===== src/rtl/i2cs_pkg.sv =====
package i2cs_pkg;

    localparam int ADDR_W = 7;

    // Status bit positions (order is part of the software view)
    localparam int ST_XFER_DONE = 7;
    localparam int ST_ADDRESSED = 6;
    localparam int ST_BUSY      = 5;
    localparam int ST_ARB_LOST  = 4;
    localparam int ST_RANGE_HIT = 3;
    localparam int ST_SLV_READ  = 2;
    localparam int ST_INT_PEND  = 1;
    localparam int ST_NACK      = 0;

    localparam logic [7:0] ST_RESET_VAL = 8'h80;
    localparam logic [7:0] ST_W1C_MASK  = 8'h12;

    localparam logic [ADDR_W-1:0] GCALL_ADDR = 7'h00;
    localparam logic [ADDR_W-1:0] ALERT_ADDR = 7'h0C;

    typedef struct packed {
        logic [7:0] st;
    } flag_state_t;

endpackage


===== src/rtl/i2cs_bus_monitor.sv =====
module i2cs_bus_monitor #(
    parameter int SYNC_DEPTH = 2
) (
    input  logic clk,
    input  logic rst_n,
    input  logic scl_raw,
    input  logic sda_raw,
    output logic start_p,
    output logic stop_p,
    output logic scl_rise,
    output logic sda_sync
);
    localparam int PIPE_W = SYNC_DEPTH + 1;

    typedef struct packed {
        logic [PIPE_W-1:0] scl;
        logic [PIPE_W-1:0] sda;
    } mon_state_t;

    mon_state_t mon_d, mon_q;

    logic scl_now, scl_old, sda_now, sda_old;

    always_comb begin
        mon_d     = mon_q;
        mon_d.scl = {mon_q.scl[PIPE_W-2:0], scl_raw};
        mon_d.sda = {mon_q.sda[PIPE_W-2:0], sda_raw};
    end

    always_ff @(posedge clk or negedge rst_n) begin
        if (!rst_n) begin
            mon_q <= '1;
        end else begin
            mon_q <= mon_d;
        end
    end

    assign scl_now  = mon_q.scl[SYNC_DEPTH-1];
    assign scl_old  = mon_q.scl[SYNC_DEPTH];
    assign sda_now  = mon_q.sda[SYNC_DEPTH-1];
    assign sda_old  = mon_q.sda[SYNC_DEPTH];

    assign start_p  = scl_now & scl_old & sda_old & ~sda_now;
    assign stop_p   = scl_now & scl_old & ~sda_old & sda_now;
    assign scl_rise = scl_now & ~scl_old;
    assign sda_sync = sda_now;

endmodule


===== src/rtl/i2cs_addr_match.sv =====
module i2cs_addr_match
    import i2cs_pkg::*;
#(
    parameter int AW = ADDR_W
) (
    input  logic          clk,
    input  logic          rst_n,
    input  logic          bus_start,
    input  logic          bus_stop,
    input  logic          scl_rise,
    input  logic          sda,
    input  logic [AW-1:0] own_addr,
    input  logic [AW-1:0] alt_addr,
    input  logic [AW-1:0] range_addr,
    input  logic          alt_en,
    input  logic          gcall_en,
    input  logic          alert_en,
    input  logic          range_en,
    output logic          addr_hit,
    output logic          range_hit,
    output logic          slv_read
);
    localparam int CNT_W = $clog2(AW + 1);

    typedef struct packed {
        logic             armed;
        logic [CNT_W-1:0] cnt;
        logic [AW-1:0]    shift;
    } am_state_t;

    am_state_t am_d, am_q;

    logic [AW:0]   byte_w;
    logic [AW-1:0] addr_w, lo_w, hi_w;
    logic          last_bit;
    logic          hit_own, hit_alt, hit_gc, hit_alert, hit_rng;

    always_comb begin
        byte_w    = {am_q.shift, sda};
        addr_w    = byte_w[AW:1];
        last_bit  = am_q.armed & scl_rise & (am_q.cnt == CNT_W'(AW));

        lo_w      = (own_addr < range_addr) ? own_addr : range_addr;
        hi_w      = (own_addr < range_addr) ? range_addr : own_addr;

        hit_own   = (addr_w == own_addr);
        hit_alt   = alt_en & (addr_w == alt_addr);
        hit_gc    = gcall_en & (addr_w == AW'(GCALL_ADDR));
        hit_alert = alert_en & (addr_w == AW'(ALERT_ADDR));
        hit_rng   = range_en & (|range_addr) &
                    ((addr_w == range_addr) | ((addr_w > lo_w) & (addr_w < hi_w)));

        am_d = am_q;
        if (bus_start) begin
            am_d.armed = 1'b1;
            am_d.cnt   = '0;
        end else if (bus_stop) begin
            am_d.armed = 1'b0;
        end else if (am_q.armed && scl_rise) begin
            am_d.shift = {am_q.shift[AW-2:0], sda};
            am_d.cnt   = am_q.cnt + 1'b1;
            if (last_bit) begin
                am_d.armed = 1'b0;
            end
        end
    end

    always_ff @(posedge clk or negedge rst_n) begin
        if (!rst_n) begin
            am_q <= '0;
        end else begin
            am_q <= am_d;
        end
    end

    assign addr_hit  = last_bit & (hit_own | hit_alt | hit_gc | hit_alert | hit_rng);
    assign range_hit = last_bit & hit_rng;
    assign slv_read  = byte_w[0];

endmodule


===== src/rtl/i2cs_flag_reg.sv =====
module i2cs_flag_reg
    import i2cs_pkg::*;
(
    input  logic       clk,
    input  logic       rst_n,
    input  logic       bus_start,
    input  logic       bus_stop,
    input  logic       addr_hit,
    input  logic       range_hit,
    input  logic       slv_read,
    input  logic       byte_done,
    input  logic       byte_nack,
    input  logic       arb_lost,
    input  logic       tx_mode,
    input  logic       dreg_rd,
    input  logic       dreg_wr,
    input  logic       ctrl_wr,
    input  logic       stat_wr,
    input  logic [7:0] wdata,
    output logic [7:0] status
);
    flag_state_t fl_d, fl_q;
    logic [7:0]  set_v, clr_v;

    always_comb begin
        set_v = '0;
        set_v[ST_XFER_DONE] = byte_done;
        set_v[ST_ADDRESSED] = addr_hit;
        set_v[ST_RANGE_HIT] = addr_hit & range_hit;
        set_v[ST_BUSY]      = bus_start;
        set_v[ST_ARB_LOST]  = arb_lost;
        set_v[ST_INT_PEND]  = byte_done | arb_lost | addr_hit;

        clr_v = stat_wr ? (wdata & ST_W1C_MASK) : 8'h00;
        clr_v[ST_XFER_DONE] = tx_mode ? dreg_wr : dreg_rd;
        clr_v[ST_BUSY]      = bus_stop;
        if (ctrl_wr) begin
            clr_v[ST_ADDRESSED] = 1'b1;
            clr_v[ST_RANGE_HIT] = 1'b1;
        end

        fl_d    = fl_q;
        fl_d.st = (fl_q.st & ~clr_v) | set_v;   // set dominates
        if (addr_hit) begin
            fl_d.st[ST_SLV_READ] = slv_read;
        end
        if (byte_done) begin
            fl_d.st[ST_NACK] = byte_nack;
        end
    end

    always_ff @(posedge clk or negedge rst_n) begin
        if (!rst_n) begin
            fl_q.st <= ST_RESET_VAL;
        end else begin
            fl_q <= fl_d;
        end
    end

    assign status = fl_q.st;

endmodule


===== src/rtl/i2cs_status_unit.sv =====
module i2cs_status_unit
    import i2cs_pkg::*;
#(
    parameter int AW         = ADDR_W,
    parameter int SYNC_DEPTH = 2
) (
    input  logic          clk,
    input  logic          rst_n,
    input  logic          scl_in,
    input  logic          sda_in,
    input  logic [AW-1:0] own_addr,
    input  logic [AW-1:0] alt_addr,
    input  logic [AW-1:0] range_addr,
    input  logic          alt_en,
    input  logic          gcall_en,
    input  logic          alert_en,
    input  logic          range_en,
    input  logic          tx_mode,
    input  logic          byte_done,
    input  logic          byte_nack,
    input  logic          arb_lost,
    input  logic          dreg_rd,
    input  logic          dreg_wr,
    input  logic          ctrl_wr,
    input  logic          stat_wr,
    input  logic [7:0]    wdata,
    output logic [7:0]    status
);
    logic bus_start, bus_stop, scl_rise, sda_s;
    logic hit_pulse, rng_pulse, rw_bit;

    i2cs_bus_monitor #(.SYNC_DEPTH(SYNC_DEPTH)) u_mon (
        .clk      (clk),
        .rst_n    (rst_n),
        .scl_raw  (scl_in),
        .sda_raw  (sda_in),
        .start_p  (bus_start),
        .stop_p   (bus_stop),
        .scl_rise (scl_rise),
        .sda_sync (sda_s)
    );

    i2cs_addr_match #(.AW(AW)) u_match (
        .clk        (clk),
        .rst_n      (rst_n),
        .bus_start  (bus_start),
        .bus_stop   (bus_stop),
        .scl_rise   (scl_rise),
        .sda        (sda_s),
        .own_addr   (own_addr),
        .alt_addr   (alt_addr),
        .range_addr (range_addr),
        .alt_en     (alt_en),
        .gcall_en   (gcall_en),
        .alert_en   (alert_en),
        .range_en   (range_en),
        .addr_hit   (hit_pulse),
        .range_hit  (rng_pulse),
        .slv_read   (rw_bit)
    );

    i2cs_flag_reg u_flags (
        .clk       (clk),
        .rst_n     (rst_n),
        .bus_start (bus_start),
        .bus_stop  (bus_stop),
        .addr_hit  (hit_pulse),
        .range_hit (rng_pulse),
        .slv_read  (rw_bit),
        .byte_done (byte_done),
        .byte_nack (byte_nack),
        .arb_lost  (arb_lost),
        .tx_mode   (tx_mode),
        .dreg_rd   (dreg_rd),
        .dreg_wr   (dreg_wr),
        .ctrl_wr   (ctrl_wr),
        .stat_wr   (stat_wr),
        .wdata     (wdata),
        .status    (status)
    );

endmodule


===== config.mk =====
export PLATFORM = sky130hd
export DESIGN_NAME = i2cs_status_unit
export DESIGN_NICKNAME = d
export VERILOG_FILES = /design/src/rtl/i2cs_pkg.sv /design/src/rtl/i2cs_bus_monitor.sv /design/src/rtl/i2cs_addr_match.sv /design/src/rtl/i2cs_flag_reg.sv /design/src/rtl/i2cs_status_unit.sv
export SDC_FILE = /design/constraint.sdc
export NUM_CORES = 1
export LEC_CHECK = 0
export BUFFER_PORTS_ARGS = -buffer_cell sky130_fd_sc_hd__clkbuf_2
export CAP_MARGIN = 20
export CELL_PAD_IN_SITES_DETAIL_PLACEMENT = 1
export CELL_PAD_IN_SITES_GLOBAL_PLACEMENT = 1
export CORE_MARGIN = 3
export CORE_UTILIZATION = 40
export CTS_BUF_LIST = sky130_fd_sc_hd__clkbuf_8
export CTS_CLUSTER_SIZE = 14
export DETAILED_ROUTE_END_ITERATION = 8
export PLACE_DENSITY = 0.84
export SYNTH_ARGS = -nofsm -noshare
export SYNTH_HDL_FRONTEND = slang
export SYNTH_SLANG_ARGS = --single-unit

===== constraint.sdc =====
create_clock -name clk -period 7.99 [get_ports clk]
set_clock_uncertainty 0.1 [all_clocks]
set_input_delay 0.799 -clock clk [delete_from_list [all_inputs] [get_ports clk]]
set_output_delay 0.799 -clock clk [all_outputs]
set_load 0.01 [all_outputs]

== After elaboration in Yosys (flattened, before gate mapping) ==
Cells that the tools add are included.

* Register bits after elaboration: 25
* Bits in latches: 0
* Bits in writable memories: 0
* ROM bits: 0
* Input bits: 45
* Word-level logic and storage cells: 70
* Memories: 0

* $add $sub $neg: 1
* $mul: 0
* Divide/modulo/power cells: 0
* Magnitude comparators: 3
* Eq/ne operators: 6
* Shift-type cells: 0
* Muxes and demuxes: 13
* Bitwise operators: 32
* Reductions and logical operators: 9

{| class="wikitable"
|+ Operators with widths
! cell !! number
|-
| 7-bit equality test || 3
|-
| 1-bit AND || 17
|-
| 7-bit < comparator || 2
|-
| 7-bit 2-to-1 mux || 2
|-
| 11-bit 2-to-1 mux || 1
|-
| 10-bit 2-to-1 mux || 1
|-
| 8-bit AND || 1
|-
| 8-bit inverter || 1
|-
| 8-bit bitwise OR || 1
|-
| 7-bit by 4-bit equality test with 1-bit output (second input constant) || 1
|-
| 7-bit greater-than comparator || 1
|-
| 7-bit logical NOT || 1
|-
| 1-bit 2-to-1 mux || 7
|-
| 1-bit bitwise OR || 7
|-
| 7-bit OR reduction || 1
|-
| 3-bit nonzero test || 2
|-
| 5-bit 2-to-1 mux || 1
|-
| 1-bit inverter || 5
|-
| 4-bit 2-to-1 mux || 1
|-
| 2-bit AND reduction || 2
|-
| 3-bit by 1-bit adder with 3-bit output (second input constant) || 1
|-
| 3-bit equality test (second input constant) || 1
|-
| 3-bit AND reduction || 1
|-
| 2-bit by 1-bit != test with 1-bit output (second input constant) || 1
|-
| 2 further kinds || 2
|}

== Longest topological paths before layout ==
Gate-level depths: netlist of the first run.

* Word-level depth: 11
* Depth in mapped cells: 17
* Mapped depth without buffers: 15

== Hierarchy ==
A second synthesis of the first run with hierarchy kept.

* Cells, all modules: 190
* Area total of the unflattened synthesis: 1843.0 µm²

{| class="wikitable"
|+ By module, submodules not included
! module !! instances !! cells an instance !! area an instance (µm²) !! sequential area each (µm²)
|-
| i2cs_addr_match || 1 || 160 || 1360.1 || 275.3
|-
| i2cs_flag_reg || 1 || 21 || 299.0 || 201.4
|-
| i2cs_bus_monitor || 1 || 9 || 183.9 || 157.7
|}

== Least setup slack after synthesis of the first run ==
OpenSTA, ideal clock, no wires.

* Kind: input to register
* Start point: input range_addr[4]
* End point: register u_flags.fl_q, in the netlist u_flags.status[2]
* Setup time: 0.125 ns
* Data arrival time: 4.150 ns
* Setup slack: 3.615 ns
* Stages: 16
* Path buffers: 2
* Cells stage by stage: inv_1 > ha_1 > a211oi_1 > nor2_1 > a211oi_1 > buf_2 > clkbuf_1 > a21oi_1 > ha_1 > nand4_1 > a21oi_1 > nor3_1 > or4_1 > a2111o_1 > o211ai_2 > mux2_4

* Word-level cells in the longest chain between the ends: 9
* Elaborated cells between the ends (all ways): 14
* Classes of those cells: order compare: 3; eq/ne: 1; mux: 3; bitwise: 6; reduce/logical: 1

{| class="wikitable"
|+ Ends and longest elaborated chain
! item !! RTL line !! RTL
|-
| start: declaration || i2cs_status_unit.sv:13 || <nowiki>input logic [AW-1:0] range_addr,</nowiki>
|-
| 7-bit < comparator || i2cs_addr_match.sv:43, i2cs_addr_match.sv:44 ||
|-
| 7-bit 2-to-1 mux, on equally long branches || i2cs_addr_match.sv:43, i2cs_addr_match.sv:44 ||
|-
| 7-bit greater-than comparator or 7-bit < comparator (tied branches) || i2cs_addr_match.sv:51 || <nowiki>((addr_w == range_addr) | ((addr_w > lo_w) & (addr_w < hi_w)));</nowiki>
|-
| 1-bit AND || i2cs_addr_match.sv:51 ||
|-
| 1-bit bitwise OR || i2cs_addr_match.sv:51 ||
|-
| 1-bit AND * || i2cs_addr_match.sv:50 || <nowiki>hit_rng = range_en & (|range_addr) &</nowiki>
|-
| 1-bit bitwise OR * || i2cs_addr_match.sv:76 || <nowiki>assign addr_hit = last_bit & (hit_own | hit_alt | hit_gc | hit_alert | hit_rng);</nowiki>
|-
| 1-bit AND * || i2cs_addr_match.sv:76 ||
|-
| 1-bit 2-to-1 mux * || i2cs_flag_reg.sv:44 || <nowiki>if (addr_hit) begin</nowiki>
|-
| end signal: assignment || i2cs_flag_reg.sv:56 || <nowiki>fl_q <= fl_d;</nowiki>
|-
| end: declaration || i2cs_flag_reg.sv:22 || <nowiki>flag_state_t fl_d, fl_q;</nowiki>
|}

Mark *: on every way between the ends. The rest lies on a longest branch, timed or not.
A chain may end at the register's enable or synchronous reset.

== Final worst setup path of the first run ==
* Start point: input range_addr[1]
* End point: register u_flags.fl_q, in the netlist u_flags.status[2]

The elaborated chain is that of the path after synthesis.

==> results of run 1 <==
## per-layer routing
metal | GRT usage | up-vias | part of all wire
li1 | - | 805 | -
met1 | 0.233 | 803 | 0.41
met2 | 0.359 | 39 | 0.53
met3 | 0.0189 | 12 | 0.028
met4 | 0.0751 | 0 | 0.025
met5 | 0 | - | 0
## area by class of cell
cell class                      instances  share of cell area
Clock inverter                          1             0.00342
Sequential cell                        25               0.289
Tap cell                               52              0.0297
Clock buffer                            3              0.0188
Inverter                               11              0.0188
Multi-Input combinational cell        155               0.531
Timing Repair Buffer                   47               0.108
## cell families after synthesis
logic type,count (synthesis),share of synthesized area
simple gates,62,0.171
compound gates,41,0.152
flops,25,0.338
xor+xnor,21,0.0981
buf+inv,21,0.0427
fa+ha+maj,21,0.140
mux,10,0.0574
## per-stage QoR
stage                     power, mW  hold slack, ps  setup WS, ps  cells  instance area (um2)
after floorplan               0.358             245          3610    201                 1870
after global placement        0.411             246          3500    290                 2140
after detailed placement      0.430             248          3420    290                 2140
after CTS                     0.510             262          3720    294                 2190
after global routing          0.551             267          3580    294                 2190
final                         0.503             261          3730    294                 2190
## power groups by stage
stage	Sequential, mW	Clock [mW]	Combinational (mW)
final	0.212	0.0780	0.213
after CTS	0.211	0.0804	0.218
after global placement	0.211	0	0.201
after floorplan	0.174	0	0.184
after global routing	0.218	0.0846	0.248
after detailed placement	0.214	0	0.216
## how the worst max path moves through the flow
stage	endpoint	slack, ps
floorplan	u_flags.status[2]$_DFFE_PN0P_	3610
global placement	u_flags.status[2]$_DFFE_PN0P_	3500
detailed placement	u_flags.status[2]$_DFFE_PN0P_	3420
CTS	u_flags.status[2]$_DFFE_PN0P_	3720
global route	u_flags.status[2]$_DFFE_PN0P_	3580
finish	u_flags.status[2]$_DFFE_PN0P_	3730
## critical path, stage by stage
cell,delay (ps)
clkbuf_2,130
inv_1,70
ha_1,270
a211o_1,280
a211oi_2,210
buf_4,290
mux2_2,380
ha_1,180
nand3b_1,150
a21oi_1,150
nor3_1,100
or4_1,480
a2111o_1,390
o211ai_2,130
mux2_4,330
## registers in the layout, summed over array words and instances (netlist names)
| name | count |
|---|---|
| u_mon.mon_d | 3 |
| u_match.am_q | 4 |
| u_mon.mon_q | 2 |
| u_flags.status | 8 |
| u_match.addr_w | 7 |
| u_mon.sda_sync | 1 |
## cells in the final DEF (no fill, tap or decap), drive strengths merged, types with 4 or more instances in the layout
cell type	netlist	routed
nand4	7	7
a21oi	11	11
ha	21	21
xor2	10	10
mux2i	7	7
dfstp	7	7
xnor2	11	11
nor2	13	13
inv	11	11
o21ai	7	7
a21o	4	4
a22o	4	4
nor4	4	4
nor3	4	4
clkbuf	9	49
nand2	23	23
dfrtp	18	18
==> results.toml, run 1 <==
[min_path]
min-delay-start = "u_mon.mon_d[1]$_DFF_PN1_"
hold_class = "reg2reg"
whs_endpoint = "u_mon.sda_sync$_DFF_PN1_"
holdPathStages = 0

[cells_and_area]
drive_above_1_share = 0.273
multiInputGateArea_mm2 = 0.00116
nFillCells = 548
regArea_um2 = 634
area_delta_synth_final_pct = 17.0
antenna_cells = 0
fin_nets = 309
post-route-util = 0.493

[cts]
cts_setup_buffers = 0
clk_latency_ps = 280
clock-sinks = 25
cts-resized-gates = 0
clockRootBuffer = "clkbuf_8"
cts-buffers-inserted = 3
htreeDepth = 1
cts.reportedPaths.clkPinSlew_ps = 90
clk_path_buf_depth = 2
holdBufCountCts = 0
cts_tree = "built"

[drt]
viasPerCell = 5.64
drc = 0
wl_um = 5000
ant_nets = 0
drt-pass1-iter-count = 4
wire_per_inst_um = 17.0
drtIter0Drc = 82
vias = 1659

[power]
pwr-share-clk = 0.155
power_frac_seq = 0.421
power_density_mw_per_mm2 = 229
ir_worst_vdd_mv = 0.131
p_sw_mw = 0.209
power_leakage_nw = 1.10
p_sw_frac = 0.415
intPower_mw = 0.294
combPwrFrac = 0.424

[logic_synthesis]
synthCells = 201
synth_edf_count = 0
yosys-top-cells-count = "nand2_1, ha_1, dfrtp_1, nor2_1"
ys_async_sr_fraction = 1.00
synth-warning-count = 0
synthFlopType = "dfrtp_1"
yosysMostFrequentCell = "nand2_1"
yosysSeqAreaShare = 0.338
netlist_area_mm2 = 0.00187
yosys-top-cells-area = "dfrtp_1, ha_1, dfstp_2, xnor2_1, xor2_1"
yosysUniqueCellTypes = 41
synth_top_cell_area_share = 0.240
synth.avg_cell_area_um2 = 9.32
syn_nets = 267
ys_seq_elements = 25
synth_area_leader_cell = "dfrtp_1"

[setup_path]
path_class = "in2reg"
r2r_start = "u_match.addr_w[5]$_DFFE_PN0P_"
worstSetupStartpoint = "range_addr[1]"
crit_arrival_ps = 4330
crit_required_ps = 8060
cp-start-kind = "primary input"
critPathCaptureType = "flop"
rr_worst_depth = 8
cp_max_fo = 21
reg2reg_setup_slack_ps = 5160
reg2reg_to = "u_flags.status[2]$_DFFE_PN0P_"

[timing]
period_share = 0.533
relSlewSlack = 0.581
worstMarginPinSlew_ps = 629
rsz0062_at_grt = "false"
finalHoldViolations = 0
fin_setup_tns_ps = 0
drv_slew = 0
setup_viol = 0
period_minus_slack_ps = 4260
fmax_mhz = 235

[floorplanning]
row_count = 24
die_area_mm2 = 0.00554
io_pins = 53
die_w_um = 74.5
initial_core_util = 0.422
core_mm2 = 0.00444
die-height_um = 74.5

[global_route]
first_global_vias = 1804
antenna_found_initial = 0
grt_pass1_wl_um = 8340
track_usage = 0.195
overflow = 0
grt_max_degree = 26

[job]
maxCapViolCount = 0

[status]
status = "complete, no violations"

[placed_design]
dpl.hpwl_um = 4130
port_buffers = 46
routabilityCongestion = 0.807
No activity file was read; power rests on OpenSTA's default activity.
==> inputs of run 2 (changes only) <==
- clock period: 7.99 -> 4.15 ns (I/O delays scaled with it)
==> results.toml, run 2 (synthesis gave the netlist of run 1 again) <==
[cts]
cts-resized-gates = 0
clk_latency_ps = 270
cts.reportedPaths.clkPinSlew_ps = 80
cts-buffers-inserted = 3
clockRootBuffer = "clkbuf_8"
clk_path_buf_depth = 2
cts_tree = "built"
holdBufCountCts = 0
clock-sinks = 25
htreeDepth = 1
cts_setup_buffers = 0

[global_route]
antenna_found_initial = 0
track_usage = 0.187
first_global_vias = 1742
grt_max_degree = 26
grt_pass1_wl_um = 8010
overflow = 0

[power]
power_leakage_nw = 1.11
ir_worst_vdd_mv = 0.281
power_density_mw_per_mm2 = 436
p_total_mw = 0.958

[timing]
period_minus_slack_ps = 3900
finalHoldViolations = 0
setup_slack_ps = 249
drv_slew = 0
rsz0062_at_grt = "false"
fmax_mhz = 256
period_share = 0.940
setup_viol = 0
worstMarginPinSlew_ps = 633
relSlewSlack = 0.578

[placed_design]
dpl_worst_slack_ps = -55.6
placed_area_mm2 = 0.00215
dpl.hpwl_um = 4010
routabilityCongestion = 0.828
port_buffers = 46

[setup_path]
path_cells = "clkbuf_2, inv_1, ha_1, a211oi_1, nor2_1, a211oi_2, buf_4, a21oi_1, ha_1, nand4_1, a21oi_1, nor3_1, or4_1, a2111o_1, o211ai_2, mux2_4"
critical_path_buf_inv_count = 3
crit_arrival_ps = 3960
max_stage_delay_ps = 470
cpMaxStageDelayCell = "or4_1"
cp-start-kind = "primary input"
critPathCaptureType = "flop"
cp_max_fo = 12
crit_required_ps = 4210
crit_family = "compound AO/OA/AOI/OAI gates"
path_class = "in2reg"

[cells_and_area]
largest_reg_flops = 8
fin_nets = 310
design_area_mm2 = 0.00220
final_cell_mix = "clkbuf_2, nand2_1, ha_1"
drive_above_1_share = 0.272
nFillCells = 551
antenna_cells = 0
post-route-util = 0.494
area_delta_synth_final_pct = 17.2
final_common_cell = "clkbuf_2"

[job]
maxCapViolCount = 0

[drt]
drtIter0Drc = 75
wire_per_inst_um = 16.4
ant_nets = 0
drc = 0
vias = 1653
wl_um = 4840
viasPerCell = 5.60
drt-pass1-iter-count = 4

[min_path]
hold_class = "in2async"

[floorplanning]
row_count = 24
io_pins = 53
die_area_mm2 = 0.00554
die_w_um = 74.5
initial_core_util = 0.422
core_mm2 = 0.00444
die-height_um = 74.5

[status]
status = "complete, no violations"
run 2: layout make-up:
cell class	count	area, um2	share of cell area
repair buffers	48	245	0.112
flip-flops and latches	25	634	0.289
clock buffers	3	41.3	0.0188
multi-input cells	155	1160	0.530
clock inverters	1	3.75	0.00171
inverters	11	41.3	0.0188
well taps	52	65.1	0.0296
run 2: per-stage QoR:
stage | hold WS (ps) | instances | TNS (ps)
2_1_floorplan | 19.4 | 201 | 0
3_5_place_dp | 247 | 291 | -55.6
4_1_cts | 66.1 | 295 | 0
6_report | 52.0 | 295 | 0
3_3_place_gp | 246 | 291 | 0
5_1_grt | 95.4 | 295 | 0
run 2: worst paths after layout:
path | from | depth (start not counted) | slack (ps) | end
hold reg to reg | u_mon.mon_d[1]$_DFF_PN1_ | 0 | 260 | u_mon.sda_sync$_DFF_PN1_
setup reg to reg | u_match.addr_w[4]$_DFFE_PN0P_ | 8 | 1340 | u_flags.status[2]$_DFFE_PN0P_
setup / recovery | range_addr[4] | 16 | 250 | u_flags.status[2]$_DFFE_PN0P_
max in group asynchronous | rst_n | 1 | 3490 | u_flags.status[5]$_DFF_PN0_
min in group clk | scl_in | 1 | 120 | u_mon.mon_d[4]$_DFF_PN1_
hold / removal | rst_n | 1 | 50 | u_flags.status[0]$_DFFE_PN0P_
run 2: power by group:
part / total [mW] / switching (mW) / internal, mW
registers: 0.409 / 0.113 / 0.297
logic: 0.408 / 0.205 / 0.203
clock network: 0.140 / 0.0741 / 0.0662
total: 0.958 / 0.392 / 0.566
run 2: layer usage:
layer | share of wire | track usage | vias to the layer above
met5 | 0 | 0 | -
met4 | 0.025 | 0.0731 | 0
met3 | 0.029 | 0.00541 | 8
met2 | 0.52 | 0.340 | 36
met1 | 0.42 | 0.235 | 801
li1 | - | - | 808
